`src/rtl/ecc_page_status.sv`:
```
module ecc_page_status #(
  parameter int          MAX_FIX     = 40,
  parameter logic [7:0]  CODE_ERASED = 8'hFF,
  parameter logic [7:0]  CODE_UNCORR = 8'hFE,
  parameter int          PG_W        = 8,
  parameter int          PSUM_W      = 16,
  parameter int          CORR_W      = 16,
  parameter int          FAIL_W      = 12
) (
  input  logic              clk,
  input  logic              rst_n,
  input  logic              page_clr,
  input  logic              stat_valid,
  input  logic [7:0]        stat_byte,
  input  logic              stat_last,
  output logic              res_valid,
  output logic              page_fail,
  output logic [7:0]        page_max,
  output logic [PG_W-1:0]   page_fail_cnt,
  output logic [PSUM_W-1:0] page_corr,
  output logic [CORR_W-1:0] total_corr,
  output logic [FAIL_W-1:0] total_fail
);
  localparam logic [7:0] FIX_LIM = 8'(MAX_FIX);

  logic is_erased, is_uncorr, is_fix;
  assign is_erased = (stat_byte == CODE_ERASED);
  assign is_uncorr = !is_erased && ((stat_byte == CODE_UNCORR) || (stat_byte > FIX_LIM));
  assign is_fix    = !is_erased && !is_uncorr && (stat_byte != 8'h00);

  logic              base_fail;
  logic [7:0]        base_max;
  logic [PG_W-1:0]   base_pfc;
  logic [PSUM_W-1:0] base_psum;
  assign base_fail = page_clr ? 1'b0 : page_fail;
  assign base_max  = page_clr ? 8'h00 : page_max;
  assign base_pfc  = page_clr ? '0 : page_fail_cnt;
  assign base_psum = page_clr ? '0 : page_corr;

  logic [PG_W:0]   pfc_inc;
  logic [PSUM_W:0] psum_add;
  logic [CORR_W:0] tc_add;
  logic [FAIL_W:0] tf_inc;
  assign pfc_inc  = {1'b0, base_pfc} + 1'b1;
  assign psum_add = {1'b0, base_psum} + (PSUM_W+1)'(stat_byte);
  assign tc_add   = {1'b0, total_corr} + (CORR_W+1)'(stat_byte);
  assign tf_inc   = {1'b0, total_fail} + 1'b1;

  always_ff @(posedge clk) begin
    if (!rst_n) begin
      res_valid     <= 1'b0;
      page_fail     <= 1'b0;
      page_max      <= 8'h00;
      page_fail_cnt <= '0;
      page_corr     <= '0;
      total_corr    <= '0;
      total_fail    <= '0;
    end else begin
      res_valid     <= stat_valid && stat_last;
      page_fail     <= base_fail;
      page_max      <= base_max;
      page_fail_cnt <= base_pfc;
      page_corr     <= base_psum;
      if (stat_valid && is_uncorr) begin
        page_fail     <= 1'b1;
        page_fail_cnt <= pfc_inc[PG_W] ? '1 : pfc_inc[PG_W-1:0];
        total_fail    <= tf_inc[FAIL_W] ? '1 : tf_inc[FAIL_W-1:0];
      end
      if (stat_valid && is_fix) begin
        if (stat_byte > base_max) page_max <= stat_byte;
        page_corr  <= psum_add[PSUM_W] ? '1 : psum_add[PSUM_W-1:0];
        total_corr <= tc_add[CORR_W] ? '1 : tc_add[CORR_W-1:0];
      end
    end
  end
endmodule

```
`config.mk`:
```
export PLATFORM = sky130hd
export DESIGN_NAME = ecc_page_status
export DESIGN_NICKNAME = d
export VERILOG_FILES = /design/src/rtl/ecc_page_status.sv
export SDC_FILE = /design/constraint.sdc
export NUM_CORES = 1
export LEC_CHECK = 0
export ABC_CLOCK_PERIOD_IN_PS = 10100
export CAP_MARGIN = 20
export CORE_MARGIN = 3
export CORE_UTILIZATION = 30
export DETAILED_ROUTE_END_ITERATION = 6
export PLACE_DENSITY = 0.48
export SYNTH_ARGS = -nofsm -noshare
export SYNTH_HDL_FRONTEND = slang
export SYNTH_SLANG_ARGS = --single-unit
```
`constraint.sdc`:
```
create_clock -name clk -period 10.1 [get_ports clk]
set_clock_uncertainty 0.1 [all_clocks]
set_input_delay 1.515 -clock clk [delete_from_list [all_inputs] [get_ports clk]]
set_output_delay 1.515 -clock clk [all_outputs]
set_load 0.02 [all_outputs]
```
==> results.toml <==
[die]
die_area_sq_um = 13800
core_area_sq_um = 12100
die_x_um = 118
initial_core_util_pct = 30.9
std_cell_rows = 40
io_pins = 75
fp.dieH_um = 118

[clocking]
cts_sinks = 62
clockRootBuffer = "clkbuf_16"
path_clk_slew_ps = 60
hold_buffers = 0
post_cts_buffers = 0
cts_tree = "done"
cts.repair.resized = 0
clockBufferDepth = 2
h-tree-depth = 3
cts-buffers-inserted = 9
clock_latency_ps = 330

[yosys]
async_reset_ff_share_pct = 0
synth_seq_cells = 62
synth-main-ff-cell = "dfxtp_1"
synth_area_per_cell_sq_um = 8.39
synth-seq-area-share_pct = 33.2
syn_nets = 487
synth_cells = 446
syn_area_sq_um = 3740
synth_warnings = 0
ys_types = 57
synth_edf_count = 0

[layout]
drive_gt1_share_pct = 7.31
n_antenna_cell = 0
layout.nets = 556
design_area_sq_um = 4920
fillCellCount = 1231
area_delta_synth_final_pct = 31.5
mostFrequentLayoutCell = "clkdlybuf4s50_1"
layout_common_cells = "clkdlybuf4s50_1 (74), dfxtp_1 (62), a21oi_1 (38)"

[setup_path]
slowest_delay_ps = 460
path_max_fanout = 22
endpoint_kind = "flip-flop"
critPathKind = "input port to flip-flop"
path_cells = "clkdlybuf4s50_1, buf_4, nor2b_1, ha_1, fa_1, a211oi_1, o211ai_1, and2_1, nand2_1, or3b_1, and3_1"
critPathLaunchType = "input port"
worstReg2RegStart = "total_corr[0]$_SDFFE_PN0P_"
r2r_end = "total_corr[13]$_SDFFE_PN0P_"
crit_arrival_ps = 4580
r2r_setup_slack_ps = 7190
slowest_stage = "clkdlybuf4s50_1"
critPathCapture = "page_corr[13]$_SDFF_PN0_"
crit_required_ps = 10220
rr_worst_depth = 8
startpoint = "page_clr"

[routing]
dr.first_iter.drc_count = 156
wl_per_cell_um = 15.0
viasPerCell = 5.06
drt_first_pass_iters = 4
ant_nets = 0
dr_total_vias = 3483
drc = 0
wl_um = 10300

[worst_hold_path]
min-delay-start = "page_fail$_SDFFE_PN0P_"
min_path_type = "flip-flop to flip-flop"

[sta]
setup_viol = 0
tightest_slew_ps = 1070
relSlewSlack_pct = 28.2
hold_viol_final = 0
slew_viol_final = 0
fin_crit_ps = 4460
rsz0062_at_grt = "no"
max_freq_mhz = 224
timing.final.crit_share_pct = 44.1
finalSetupTns_ps = 0

[global_routing]
grtUsageTotal_pct = 14.8
grt_pass1_wl_um = 17000
grt_max_degree = 31
overflow = 0
antenna_found_initial = 0
first_global_vias = 3389

[placement]
place_area_sq_um = 4630
portBuffers = 74
hpwl_um = 7500
place.gp.congestion = 0.791

[run_status]
status = "finished clean"

[power_and_ir_drop]
power.leakage_nw = 1.90
finalPower_uw = 627
ir_worst_vdd_mv = 0.0921
p_per_area_nw_per_um2 = 128

[flow_run]
cap_violations = 0
[worst max-delay path: cells and delay by family]
family / cells / cell delay (ps)
and+or+nand+nor: 5 / 1210
buffers and inverters: 2 / 740
adders and majority gates: 2 / 640
AOI/OAI and AO/OA: 2 / 470
[Yosys cell counts, types with 4 or more instances]
library cell / count / area, sq um
inv_1: 15 / 56.3
o21ai_0: 27 / 135
mux2_4: 5 / 75.1
nor2_1: 36 / 135
nand2_1: 34 / 128
a21o_1: 7 / 52.6
a31oi_1: 15 / 93.8
a211oi_1: 5 / 37.5
nand3_1: 12 / 60.1
nor3_1: 13 / 65.1
buf_2: 4 / 20.0
xnor2_1: 10 / 87.6
ha_1: 26 / 325
nand4_1: 16 / 100
dfxtp_1: 62 / 1240
nor2_2: 5 / 31.3
xor2_1: 6 / 52.6
and3_1: 13 / 81.3
clkbuf_1: 13 / 48.8
a21oi_1: 38 / 190
mux2i_1: 8 / 80.1
and4_1: 7 / 61.3
nor2b_1: 16 / 100
[layout make-up]
cell class                 count  area (sq um)  share of cell area (%)
clock buffer                   9           225                    4.58
multi-input combinational    349          2350                    47.8
inverter                      15          56.3                    1.14
clock inverter                 7          65.1                    1.32
timing repair buffer          78           771                    15.7
sequential                    62          1240                    25.2
tap                          168           210                    4.27
[per-stage QoR]
stage	instances	hold WS, ps	util (%)	worst slack [ps]
4_1_cts	688	401	40.6	5630
3_3_place_gp	672	378	38.2	5330
5_1_grt	688	439	40.6	5430
3_5_place_dp	672	393	38.2	5300
2_1_floorplan	446	449	-	5840
6_report	688	395	40.6	5640
[kinds of logic (layout without fill, tap and decap cells)]
logic type | Yosys count | count (layout) | synth area share, %
xor gates and xnor gates | 16 | 16 | 3.75
buffers and inverters | 35 | 109 | 3.98
AOI/OAI and AO/OA | 124 | 124 | 21.7
muxes | 13 | 13 | 4.15
DFF | 62 | 62 | 33.2
and+or+nand+nor | 168 | 168 | 23.5
adders and majority gates | 28 | 28 | 9.77
[worst min path at each step]
| stage | cells after the start | to | slack (ps) |
|---|---|---|---|
| floorplan | 2 | page_max[6]$_SDFF_PN0_ | 450 |
| CTS | 2 | page_max[6]$_SDFF_PN0_ | 400 |
| finish | 2 | page_fail$_SDFFE_PN0P_ | 390 |
| global route | 2 | page_max[6]$_SDFF_PN0_ | 440 |
| global placement | 2 | page_fail$_SDFFE_PN0P_ | 380 |
| detailed placement | 2 | page_max[6]$_SDFF_PN0_ | 390 |
[sequential cells by signal, indices dropped and copies added, names as in the netlist]
| signal | flops |
|---|---|
| res_valid | 1 |
| total_fail | 12 |
| page_max | 8 |
| page_fail_cnt | 8 |
| page_corr | 16 |
| page_fail | 1 |
| total_corr | 16 |
[power breakdown]
group	switching, mW	internal [mW]
registers	0.00376	0.249
logic	0.0417	0.0305
clock network	0.113	0.189
total	0.159	0.469
[metal layers]
layer	track usage, %	part of all wire [%]	up-vias
met5	0	0	-
met1	20.0	50	1600
li1	-	-	1793
met2	22.7	43	77
met4	5.57	1.5	0
met3	3.80	5.7	13
No activity file was read; power rests on OpenSTA's default activity.
